`config.mk`:
```
export PLATFORM = sky130hd
export DESIGN_NAME = dsr_fetch
export DESIGN_NICKNAME = d
export VERILOG_FILES = /design/src/rtl/dsr_pkg.sv /design/src/rtl/dsr_rom.sv /design/src/rtl/dsr_issue.sv /design/src/rtl/dsr_gather.sv /design/src/rtl/dsr_fetch.sv
export SDC_FILE = /design/constraint.sdc
export NUM_CORES = 1
export LEC_CHECK = 0
export ABC_CLOCK_PERIOD_IN_PS = 1990
export BUFFER_PORTS_ARGS = -buffer_cell sky130_fd_sc_hd__buf_2
export CAP_MARGIN = 15
export CORE_UTILIZATION = 25
export DETAILED_ROUTE_END_ITERATION = 7
export MAX_ROUTING_LAYER = met4
export PLACE_DENSITY_LB_ADDON = 0.1
export SYNTH_ARGS = -nofsm -noshare
export SYNTH_HDL_FRONTEND = slang
export SYNTH_HIERARCHICAL = 1
export SYNTH_SLANG_ARGS = --single-unit
```
`constraint.sdc`:
```
create_clock -name clk_i -period 1.99 [get_ports clk_i]
set_input_delay 0.2985 -clock clk_i [delete_from_list [all_inputs] [get_ports clk_i]]
set_output_delay 0.2985 -clock clk_i [all_outputs]
set_load 0.005 [all_outputs]
```
`src/rtl/dsr_pkg.sv`:
```
package dsr_pkg;

  localparam int TBL_DW = 8;

  // Constant table: only addresses 1..6 carry data.
  function automatic logic [TBL_DW-1:0] rom_word(input int unsigned a);
    logic [TBL_DW-1:0] w;
    case (a)
      1:       w = 8'h0E;
      2:       w = 8'h2D;
      3:       w = 8'h43;
      4:       w = 8'h20;
      5:       w = 8'h0C;
      6:       w = 8'h40;
      default: w = 8'h00;
    endcase
    return w;
  endfunction

endpackage

```
`src/rtl/dsr_rom.sv`:
```
module dsr_rom #(
  parameter int AW = 4,
  parameter int DW = 8
) (
  input  logic          clk_i,
  input  logic [AW-1:0] addr_i,
  output logic [DW-1:0] q_o
);
  // Registered output on the rising edge: one word per clock.
  always_ff @(posedge clk_i) begin
    q_o <= DW'(dsr_pkg::rom_word(int'(unsigned'(addr_i))));
  end
endmodule

```
`src/rtl/dsr_issue.sv`:
```
module dsr_issue #(
  parameter int K  = 4,
  parameter int AW = 4,
  parameter int IW = 3
) (
  input  logic          clk_i,
  input  logic          rst_i,
  input  logic          run_i,
  input  logic [AW-1:0] base_i,
  output logic [AW-1:0] addr_o,
  output logic          iss_v_o,
  output logic [IW-1:0] iss_idx_o
);
  localparam logic [IW-1:0] LAST_CNT = IW'(K);

  logic [IW-1:0] cnt_q;

  // Falling-edge half of the cyclic machine: one address per clock.
  always_ff @(negedge clk_i) begin
    if (rst_i) begin
      cnt_q     <= '0;
      addr_o    <= '0;
      iss_v_o   <= 1'b0;
      iss_idx_o <= '0;
    end else if (run_i && cnt_q != LAST_CNT) begin
      addr_o    <= base_i + AW'(cnt_q);
      iss_idx_o <= cnt_q;
      iss_v_o   <= 1'b1;
      cnt_q     <= cnt_q + 1'b1;
    end else begin
      iss_v_o <= 1'b0;
      if (!run_i) cnt_q <= '0;
    end
  end
endmodule

```
`src/rtl/dsr_gather.sv`:
```
module dsr_gather #(
  parameter int K  = 4,
  parameter int AW = 4,
  parameter int DW = 8,
  parameter int IW = 3
) (
  input  logic            clk_i,
  input  logic            rst_i,
  input  logic            start_i,
  input  logic [AW-1:0]   base_i,
  input  logic            iss_v_i,
  input  logic [IW-1:0]   iss_idx_i,
  input  logic [DW-1:0]   rom_q_i,
  output logic            run_o,
  output logic [AW-1:0]   base_o,
  output logic [K*DW-1:0] result_o,
  output logic            valid_o
);
  localparam logic [IW-1:0] LAST_IDX = IW'(K - 1);

  logic            dv_q;
  logic [IW-1:0]   didx_q;
  logic [K*DW-1:0] work_q;
  logic [K*DW-1:0] work_nxt;
  logic            last_w;

  always_comb begin
    work_nxt = work_q;
    for (int i = 0; i < K; i++) begin
      if (dv_q && didx_q == IW'(i)) work_nxt[i*DW +: DW] = rom_q_i;
    end
  end

  assign last_w = dv_q && (didx_q == LAST_IDX);

  // Rising-edge half: capture the registered ROM word into its slot.
  always_ff @(posedge clk_i) begin
    if (rst_i) begin
      run_o    <= 1'b0;
      base_o   <= '0;
      dv_q     <= 1'b0;
      didx_q   <= '0;
      work_q   <= '0;
      result_o <= '0;
      valid_o  <= 1'b0;
    end else begin
      valid_o <= 1'b0;
      dv_q    <= iss_v_i;
      didx_q  <= iss_idx_i;
      if (dv_q) work_q <= work_nxt;
      if (last_w) begin
        result_o <= work_nxt;
        valid_o  <= 1'b1;
        run_o    <= 1'b0;
      end else if (start_i && !run_o) begin
        run_o  <= 1'b1;
        base_o <= base_i;
      end
    end
  end
endmodule

```
`src/rtl/dsr_fetch.sv`:
```
module dsr_fetch #(
  parameter int K  = 4,
  parameter int AW = 4,
  parameter int DW = 8
) (
  input  logic            clk_i,
  input  logic            rst_i,
  input  logic            start_i,
  input  logic [AW-1:0]   base_i,
  output logic [K*DW-1:0] result_o,
  output logic            valid_o
);
  localparam int IW = $clog2(K + 1);

  logic          run_w;
  logic [AW-1:0] base_w;
  logic [AW-1:0] addr_w;
  logic          iss_v_w;
  logic [IW-1:0] iss_idx_w;
  logic [DW-1:0] rom_q_w;

  dsr_issue #(.K(K), .AW(AW), .IW(IW)) u_issue (
    .clk_i(clk_i), .rst_i(rst_i), .run_i(run_w), .base_i(base_w),
    .addr_o(addr_w), .iss_v_o(iss_v_w), .iss_idx_o(iss_idx_w)
  );

  dsr_rom #(.AW(AW), .DW(DW)) u_rom (
    .clk_i(clk_i), .addr_i(addr_w), .q_o(rom_q_w)
  );

  dsr_gather #(.K(K), .AW(AW), .DW(DW), .IW(IW)) u_gather (
    .clk_i(clk_i), .rst_i(rst_i), .start_i(start_i), .base_i(base_i),
    .iss_v_i(iss_v_w), .iss_idx_i(iss_idx_w), .rom_q_i(rom_q_w),
    .run_o(run_w), .base_o(base_w), .result_o(result_o), .valid_o(valid_o)
  );
endmodule

```
==> flow_summary.toml, run 1 <==
[detailed_routing]
drt_wl_total_um = 6533
drcViolationCount = 0
wire_per_inst_um = 13.84
drt_iter0_drc = 93
ant_nets = 0
drt_first_pass_iters = 4
num_vias = 2053
average_vias_per_placed_instance = 4.350

[global_routing]
first_global_vias = 2029
grt_antenna_before_repair = 0
grt_util_all_layers_pct = 11.96
grt_remaining_overflow = 0
pin_count_of_the_biggest_net_entering_global_routing = 33
grt_pass1_wl_um = 10810

[synthesis]
prevailing_post_synth_register_cell = "sky130_fd_sc_hd__dfxtp_1"
ys_async_sr_fraction_pct = 0
syn_area_cell_um2 = 11.01
synthCells = 268
yosys.cell_count.top_type = "sky130_fd_sc_hd__dfxtp_1"
yosys_warnings = 6
yosysUniqueCellTypes = 37
post-synth-top-area-cell = "sky130_fd_sc_hd__dfxtp_1"
post_synth_most_frequent_cells = "sky130_fd_sc_hd__dfxtp_1, sky130_fd_sc_hd__nor2_1, sky130_fd_sc_hd__mux2i_1, sky130_fd_sc_hd__o2bb2ai_1, sky130_fd_sc_hd__a21oi_1"
postSynthRegisterBits = 82
netlist_top_cells_area = "sky130_fd_sc_hd__dfxtp_1, sky130_fd_sc_hd__mux2i_1, sky130_fd_sc_hd__o2bb2ai_1"
synth-seq-area-share_pct = 55.62
synth_enable_flop_cells = 0
synth_largest_type_area_fraction_pct = 55.62
netlist_area_um2 = 2952

[timing]
finalSetupViolCount = 3
finalMaxSlewViolations = 0
fin_worst_skew_ps = 66.60
rsz_0062_raised_after_global_routing = "yes"
timing.final.ws_setup_ps = -199.3
fin_setup_tns_ps = -575.5
finalHoldViolations = 0

[cells_and_area]
post_layout_cell_count = 472
final_net_count = 337
synthToLayoutAreaGrowth_pct = 25.86
final_area_um2 = 3715
final_util_pct = 32.40
drive_gt1_share_pct = 26.44
antennaDiodeCount = 0

[pwr]
finalPower_mw = 3.498
power.density_nw_per_um2 = 941.5
p_leak_nw = 1.480
worst_ir_drop_vdd_mv = 0.4916

[floorplan]
placeableCoreArea_um2 = 11470
ios = 40
die_h_um = 110.7
rows = 39
die_w_um = 110.7
initial_utilization_pct = 25.74
fp.dieArea_um2 = 12240

[cts]
clock_path_buffers = 2
cts-root-buf = "sky130_fd_sc_hd__clkbuf_16"
clock_tree_from_tritoncts = "yes"
cts_hold_repair.buffers = 0
htree_num_levels = 3
cts.reportedPaths.clkPinSlew_ps = 60
clkLatencyLatePin_ps = 390
cts_buffers = 9
clkSinkCount = 82
post-cts-setup-buffer-count = 0

[placement]
place.detailed.instances = 446
final_wtd_congestion = 0.7264
port_bufs = 39
hpwl_um = 4527
dpl_cell_area_um2 = 3386

[critical_path]
cp-start-kind = "flop"
type_of_element_capturing_the_critical_path = "flop"
critical_path_class = "flop to flop"
worst_ep_required_time_ps = 1310
path_max_fanout = 2
arrival_ps = 1510

[worst_hold_path]
timing.hold.worst.class = "primary input to flop"

[job]
maxCapViolations = 0

[run_status]
outcome = "complete, but fails checks"
failed_checks = "negative setup slack"
report_power, final:
| part | total, mW | internal (mW) | switching [mW] |
|---|---|---|---|
| combinational | 0.144 | 0.0663 | 0.0781 |
| sequential | 1.70 | 1.67 | 0.0313 |
| clock | 1.65 | 0.918 | 0.735 |
final cells by class:
| cell class | count | area, µm² |
|---|---|---|
| sequential | 82 | 1645 |
| clock buffer | 10 | 239.0 |
| clock inverter | 17 | 87.58 |
| fill | 1179 | 7752 |
| multi-input combinational | 159 | 1200 |
| tap | 143 | 178.9 |
| inverter | 7 | 31.28 |
| timing repair buffer | 54 | 332.8 |
critical path: stages (launching register included):
cell	delay, ps
sky130_fd_sc_hd__dfxtp_2	350
sky130_fd_sc_hd__ha_4	140
sky130_fd_sc_hd__inv_2	30
sky130_fd_sc_hd__fa_2	320
sky130_fd_sc_hd__xnor2_1	150
sky130_fd_sc_hd__nand2_1	70
sky130_fd_sc_hd__a21oi_1	120
through the flow:
step	hold slack, ps	setup WS [ps]
6_report	219.1	-199.3
5_1_grt	230.4	-235.6
4_1_cts	208.9	-204.3
3_5_place_dp	442.2	-248.6
3_3_place_gp	438.3	-236.9
2_1_floorplan	408.7	-209.7
per-layer routing:
layer  part of all wire [%]  wire length, µm  track usage [%]
met5                      0                0                -
met4                    1.9              127            5.333
met3                    2.3              150            2.952
met2                     43             2800            17.06
met1                     53             3454            15.94
state kept, by name (all words and copies together), names as in the netlist, 3 cells and up:
signal,flops
u_gather/result_o,32
u_gather/work_q,24
u_rom/q_o,5
u_gather/base_o,4
u_issue/addr_o,4
u_gather/didx_q,3
u_issue/cnt_q,3
u_issue/iss_idx_o,3
timing repair:
action	in CTS	in global routing
pin swaps	0	1
hold endpoints to repair	0	0
setup endpoints to repair	3	3
gates resized for setup	2	1
cell usage in the layout (no fill, tap or decap), drive strengths merged, types with 2 or more instances in the layout:
cell type   n
nand3       6
o2bb2ai    24
a22o        8
mux2i      24
buf        54
conb        2
inv        21
clkbuf     10
nand2      10
nor2       28
ha          5
xnor2       4
nor2b       7
nor3b       3
dfxtp      82
and4bb      2
o21ai       4
clkinv      2
nand2b      4
nor3        2
a21oi      12
final timing paths:
path	slack [ps]	start	to	cells after the start
worst max-delay path	-200	u_gather/base_o[0]$_SDFFE_PP0P_	u_issue/addr_o[2]$_SDFFE_NP0P_	6
worst min-delay path	220	base_i[1]	u_gather/base_o[1]$_SDFFE_PP0P_	3
worst min register to register	460	u_gather/result_o[12]$_SDFFE_PP0P_	u_gather/result_o[12]$_SDFFE_PP0P_	1
worst max register to register	-200	u_gather/base_o[0]$_SDFFE_PP0P_	u_issue/addr_o[2]$_SDFFE_NP0P_	6
logic make-up (layout without fill, tap and decap cells):
logic type	count (synthesis)	count (layout)	synth area share (%)
buffers and inverters	28	88	5.384
other	1	2	0.1271
multiplexers	24	24	8.139
adder cells (fa/ha/maj)	6	6	2.798
flip-flops	82	82	55.62
XOR/XNOR	4	4	1.187
AND/OR/NAND/NOR	67	67	11.70
AO/OA/AOI/OAI	56	56	15.05
(Power assumes the default switching activity.)
==> run 2, diff against run 1 <==
--- a/config.mk
+++ b/config.mk
@@ -8,6 +8,7 @@
 export ABC_CLOCK_PERIOD_IN_PS = 1990
 export BUFFER_PORTS_ARGS = -buffer_cell sky130_fd_sc_hd__buf_2
 export CAP_MARGIN = 15
+export CORE_MARGIN = 5
 export CORE_UTILIZATION = 25
 export DETAILED_ROUTE_END_ITERATION = 7
 export MAX_ROUTING_LAYER = met4
==> run 2 against run 1 <==
Against the previous run:
- the flow still finishes with violations (negative setup slack)
- worst hold slack better by 5.1 ps
- sequential share of layout area down 0.67 points
- setup slack better by 2.3 ps
- global-route usage down 1.2 points
- sequential cell count unchanged
- critical path type unchanged
- critical endpoint is now u_issue/addr_o[1]$_SDFFE_NP0P_
- highest routed layer unchanged
==> flow_summary.toml, run 2 (synthesis gave the netlist of run 1 again) <==
[run_status]
outcome = "complete, but fails checks"
failed_checks = "negative setup slack"

[floorplan]
ios = 40
fp.dieArea_um2 = 14080
die_h_um = 118.7
rows = 39
initial_utilization_pct = 25.63
die_w_um = 118.7
placeableCoreArea_um2 = 11520

[cts]
clock_path_buffers = 2
clock_tree_from_tritoncts = "yes"
cts_buffers = 9
clkLatencyLatePin_ps = 390
cts_hold_repair.buffers = 0
cts-root-buf = "sky130_fd_sc_hd__clkbuf_16"
cts.reportedPaths.clkPinSlew_ps = 60
clkSinkCount = 82
htree_num_levels = 3

[cells_and_area]
most-common-layout-cells = "sky130_fd_sc_hd__dfxtp_1, sky130_fd_sc_hd__buf_2, sky130_fd_sc_hd__nor2_1, sky130_fd_sc_hd__mux2i_1, sky130_fd_sc_hd__o2bb2ai_1"
regArea_um2 = 1648
multi_input_combinational_cell_area_um2 = 1222
final_area_um2 = 3777
drive_gt1_share_pct = 28.01
biggestRegsByFlops = "u_gather/result_o: 32 flops, u_gather/work_q: 24 flops, u_rom/q_o: 5 flops"
antennaDiodeCount = 0
regMostFlops = "u_gather/result_o"
final_net_count = 340
synthToLayoutAreaGrowth_pct = 27.98
layout.cells.most_common = "sky130_fd_sc_hd__dfxtp_1"
largest_register_ff_count = 32
post_layout_cell_count = 475
fillerInstances = 1188

[detailed_routing]
ant_nets = 0
wire_per_inst_um = 14.61
average_vias_per_placed_instance = 4.373
drt_first_pass_iters = 4
drcViolationCount = 0
num_vias = 2077
drt_iter0_drc = 138
drt_wl_total_um = 6941

[pwr]
power.sequential.fraction_pct = 47.3
power.net_switching_mw = 0.8242
netSwitchingFraction_pct = 22.91
power.density_nw_per_um2 = 952.1
p_leak_nw = 1.506
clock_network_fraction_of_design_power_pct = 48.5
worst_ir_drop_vdd_mv = 0.3738
pwr-share-comb_pct = 4.2
internal_power_mw = 2.772

[global_routing]
pin_count_of_the_biggest_net_entering_global_routing = 26
grt_pass1_wl_um = 11470
grt_antenna_before_repair = 0
first_global_vias = 2086
grt_util_all_layers_pct = 10.76
grt_remaining_overflow = 0

[worst_hold_path]
hold_path_depth = 3
hold_start = "base_i[3]"
timing.hold.worst.class = "primary input to flop"
holdPathEnd = "u_gather/base_o[3]$_SDFFE_PP0P_"

[critical_path]
path_max_fanout = 2
critPathLaunch = "u_gather/base_o[0]$_SDFFE_PP0P_"
rrSetupSlack_ps = -200
worstPathBufferInverterCount = 1
worst_ep_required_time_ps = 1300
timing.rr.start = "u_gather/base_o[0]$_SDFFE_PP0P_"
cpMaxStageDelayCell = "sky130_fd_sc_hd__fa_2"
critical_path.cell_chain = "ha_4 > inv_2 > fa_2 > a211oi_2"
type_of_element_capturing_the_critical_path = "flop"
cp-start-kind = "flop"
critical_path_class = "flop to flop"
family_of_cells_with_the_greatest_summed_delay_on_the_critical_path = "adder cells"
timing.critical_path.slowest_cell_delay_ps = 420
crit_reg_reg_endpoint = "u_issue/addr_o[1]$_SDFFE_NP0P_"
arrival_ps = 1500
rr_worst_depth = 4

[timing]
timing.final.ws_setup_ps = -197.0
rsz_0062_raised_after_global_routing = "yes"
finalSetupViolCount = 3
finalMaxSlewViolations = 0
fin_worst_hold_slack_ps = 224.1
fin_worst_skew_ps = 65.99
finalHoldViolations = 0

[placement]
dpl_cell_area_um2 = 3401
hpwl_um = 4852
final_wtd_congestion = 0.7240
place.detailed.instances = 448
port_bufs = 39

[job]
maxCapViolations = 0
[run 2: changes by cell type in the layout (fill, tap and decap cells not counted), sizes merged]
cell and change:
clkinvlp -1, bufinv +1, clkinv +1, buf +3, inv -1
[run 2: final cells by class]
class | instances | share of cell area (%)
Multi-Input combinational cell | 159 | 32.36
Inverter | 7 | 0.8281
Tap cell | 143 | 4.737
Clock buffer | 10 | 6.327
Clock inverter | 17 | 2.716
Timing Repair Buffer | 57 | 9.407
Sequential cell | 82 | 43.62
[run 2: worst max path at each step]
stage	endpoint	cells after the start
5_1_grt	u_issue/addr_o[2]$_SDFFE_NP0P_	6
6_report	u_issue/addr_o[1]$_SDFFE_NP0P_	4
4_1_cts	u_issue/addr_o[2]$_SDFFE_NP0P_	6
3_5_place_dp	u_issue/addr_o[3]$_SDFFE_NP0P_	4
2_1_floorplan	u_issue/addr_o[3]$_SDFFE_NP0P_	4
3_3_place_gp	u_issue/addr_o[3]$_SDFFE_NP0P_	4
[run 2: timing repair]
| item | 4_1_cts | 5_1_grt |
|---|---|---|
| gates resized for setup | 4 | 3 |
| buffers inserted | 0 | 1 |
| pin swaps | 3 | 3 |
| setup endpoints to repair | 3 | 5 |
[run 2: stage by stage]
| step | total power [mW] | TNS, ps | util (%) | setup WS, ps |
|---|---|---|---|---|
| 3_5_place_dp | 1.923 | -699.2 | 29.53 | -261.8 |
| 4_1_cts | 3.656 | -565.1 | 32.64 | -199.7 |
| 2_1_floorplan | 1.858 | -559.4 | - | -209.7 |
| 6_report | 3.597 | -573.6 | 32.80 | -197.0 |
| 5_1_grt | 3.758 | -692.0 | 32.80 | -262.1 |
| 3_3_place_gp | 1.924 | -672.2 | 29.53 | -236.8 |
[run 2: worst reg2reg max path: cells and delay by family (launching register included)]
kind	cells	cell delay, ps
AO/OA/AOI/OAI	1	210
adder cells (fa/ha/maj)	2	590
buffers and inverters	1	50
flip-flops	1	330
[run 2: metal layers]
metal	global-route usage, %	vias up	part of all wire, %
met5	-	-	0
met4	4.996	0	1.8
met3	2.436	10	2.8
met2	14.92	37	43
met1	14.79	975	52
li1	-	1055	-
[run 2: power by group through the flow]
stage	Combinational (mW)	Sequential, mW	Clock, mW
after floorplan	0.0987	1.72	0.0371
after global placement	0.150	1.74	0.0371
after CTS	0.153	1.70	1.80
after detailed placement	0.150	1.74	0.0371
final	0.152	1.70	1.75
after global routing	0.170	1.70	1.88
==> run 3, diff against run 2 <==
--- a/config.mk
+++ b/config.mk
@@ -8,6 +8,8 @@
 export ABC_CLOCK_PERIOD_IN_PS = 1990
 export BUFFER_PORTS_ARGS = -buffer_cell sky130_fd_sc_hd__buf_2
 export CAP_MARGIN = 15
+export CELL_PAD_IN_SITES_DETAIL_PLACEMENT = 1
+export CELL_PAD_IN_SITES_GLOBAL_PLACEMENT = 1
 export CORE_MARGIN = 5
 export CORE_UTILIZATION = 25
 export DETAILED_ROUTE_END_ITERATION = 7
==> run 3 against run 2 <==
Against the previous run:
- the flow still finishes with violations (negative setup slack)
- register-to-register slack worse by 30 ps
- sequential power about the same
- power down 2.5%
- setup slack worse by 27 ps
- cell area up 0.23%
- largest cell class unchanged
- largest power group is now sequential cells
==> flow_summary.toml, run 3 (synthesis gave the netlist of run 1 again) <==
[timing]
rsz_0062_raised_after_global_routing = "yes"
finalSetupViolCount = 3
finalMaxSlewViolations = 0
finalHoldViolations = 0
fin_setup_tns_ps = -619.6
fin_worst_skew_ps = 65.47
timing.final.ws_setup_ps = -224.3
fin_worst_hold_slack_ps = 221.6

[cells_and_area]
regMostFlops = "u_gather/result_o"
final_net_count = 343
synthToLayoutAreaGrowth_pct = 28.27
most-common-layout-cells = "sky130_fd_sc_hd__dfxtp_1, sky130_fd_sc_hd__buf_2, sky130_fd_sc_hd__nor2_1, sky130_fd_sc_hd__mux2i_1, sky130_fd_sc_hd__o2bb2ai_1"
final_area_um2 = 3786
drive_gt1_share_pct = 28.96
antennaDiodeCount = 0
biggestRegsByFlops = "u_gather/result_o: 32 flops, u_gather/work_q: 24 flops, u_rom/q_o: 5 flops"
final_util_pct = 32.88
layout.cells.most_common = "sky130_fd_sc_hd__dfxtp_1"
largest_register_ff_count = 32
post_layout_cell_count = 478
fillerInstances = 1294

[cts]
htree_num_levels = 3
clkLatencyLatePin_ps = 390
cts.reportedPaths.clkPinSlew_ps = 60
cts_hold_repair.buffers = 0
clock_tree_from_tritoncts = "yes"
clock_path_buffers = 2
clkSinkCount = 82
cts-root-buf = "sky130_fd_sc_hd__clkbuf_16"
cts_buffers = 9

[placement]
dpl_cell_area_um2 = 3388
place_ws_ps = -268.7
hpwl_um = 5229
port_bufs = 39
place.detailed.instances = 448
final_wtd_congestion = 0.7141

[job]
maxCapViolations = 0

[critical_path]
arrival_ps = 1540
timing.rr.start = "u_gather/base_o[0]$_SDFFE_PP0P_"
critPathCapture = "u_issue/addr_o[2]$_SDFFE_NP0P_"
rrSetupSlack_ps = -220
path_max_fanout = 2
cp-start-kind = "flop"
critPathLaunch = "u_gather/base_o[0]$_SDFFE_PP0P_"
crit_reg_reg_endpoint = "u_issue/addr_o[2]$_SDFFE_NP0P_"
rr_worst_depth = 6
critical_path_class = "flop to flop"
type_of_element_capturing_the_critical_path = "flop"
worst_ep_required_time_ps = 1310

[pwr]
worst_ir_drop_vdd_mv = 0.3705
power.net_switching_mw = 0.8230
finalPower_mw = 3.507
netSwitchingFraction_pct = 23.47
p_leak_nw = 1.515
pwr-share-comb_pct = 4.5
power.sequential.fraction_pct = 48.6
internal_power_mw = 2.684
power.density_nw_per_um2 = 926.3
clock_network_fraction_of_design_power_pct = 47.0

[detailed_routing]
average_vias_per_placed_instance = 4.490
drt_wl_total_um = 7359
drcViolationCount = 0
wire_per_inst_um = 15.40
ant_nets = 0
drt_first_pass_iters = 4
num_vias = 2146
drt_iter0_drc = 75

[run_status]
failed_checks = "negative setup slack"
outcome = "complete, but fails checks"

[global_routing]
grt_remaining_overflow = 0
grt_pass1_wl_um = 12210
grt_util_all_layers_pct = 11.32
first_global_vias = 2286
pin_count_of_the_biggest_net_entering_global_routing = 30
grt_antenna_before_repair = 0

[floorplan]
fp.dieArea_um2 = 14080
placeableCoreArea_um2 = 11520
die_h_um = 118.7
initial_utilization_pct = 25.63
ios = 40
rows = 39
die_w_um = 118.7

[worst_hold_path]
timing.hold.worst.class = "primary input to flop"
[run 3: how the worst min path moves through the flow]
stage | start | to | depth (start not counted)
floorplan | start_i | u_gather/run_o$_SDFFE_PP0P_ | 1
global placement | u_gather/result_o[10]$_SDFFE_PP0P_ | u_gather/result_o[10]$_SDFFE_PP0P_ | 1
detailed placement | u_gather/result_o[9]$_SDFFE_PP0P_ | u_gather/result_o[9]$_SDFFE_PP0P_ | 1
CTS | start_i | u_gather/run_o$_SDFFE_PP0P_ | 2
global route | start_i | u_gather/run_o$_SDFFE_PP0P_ | 2
finish | base_i[2] | u_gather/base_o[2]$_SDFFE_PP0P_ | 3
[run 3: power groups by stage]
stage	clock network [mW]	registers, mW	logic (mW)
3_3_place_gp	0.0371	1.74	0.145
3_5_place_dp	0.0371	1.74	0.145
5_1_grt	1.80	1.71	0.174
6_report	1.65	1.70	0.156
4_1_cts	1.71	1.71	0.148
2_1_floorplan	0.0371	1.72	0.0987
[run 3: layout make-up]
type / instances / area, µm² / area share [%]
clock buffer: 11 / 252.7 / 6.675
tap: 143 / 178.9 / 4.726
multi-input combinational: 159 / 1232 / 32.55
inverter: 7 / 31.28 / 0.8262
sequential: 82 / 1649 / 43.56
timing repair buffer: 60 / 365.4 / 9.650
clock inverter: 16 / 76.32 / 2.016
[run 3: worst max-delay path, cell delays in order, from the launching register on]
cell	delay [ps]
sky130_fd_sc_hd__dfxtp_2	350
sky130_fd_sc_hd__ha_4	140
sky130_fd_sc_hd__inv_2	30
sky130_fd_sc_hd__fa_2	350
sky130_fd_sc_hd__xnor2_2	140
sky130_fd_sc_hd__nand2_1	70
sky130_fd_sc_hd__a21oi_1	130
[run 3: routing by layer]
layer / wire length, µm / global-route usage [%] / vias up
met5: 0 / - / -
met3: 177 / 2.006 / 11
met2: 3358 / 17.30 / 27
met1: 3685 / 14.49 / 1041
met4: 138 / 5.431 / 0
li1: - / - / 1067
[run 3: timing repair]
| item | 4_1_cts | 5_1_grt |
|---|---|---|
| pin swaps | 3 | 3 |
| setup endpoints to repair | 4 | 8 |
| buffers inserted | 0 | 4 |
| gates resized for setup | 6 | 3 |
| endpoints found under the hold margin | 0 | 0 |
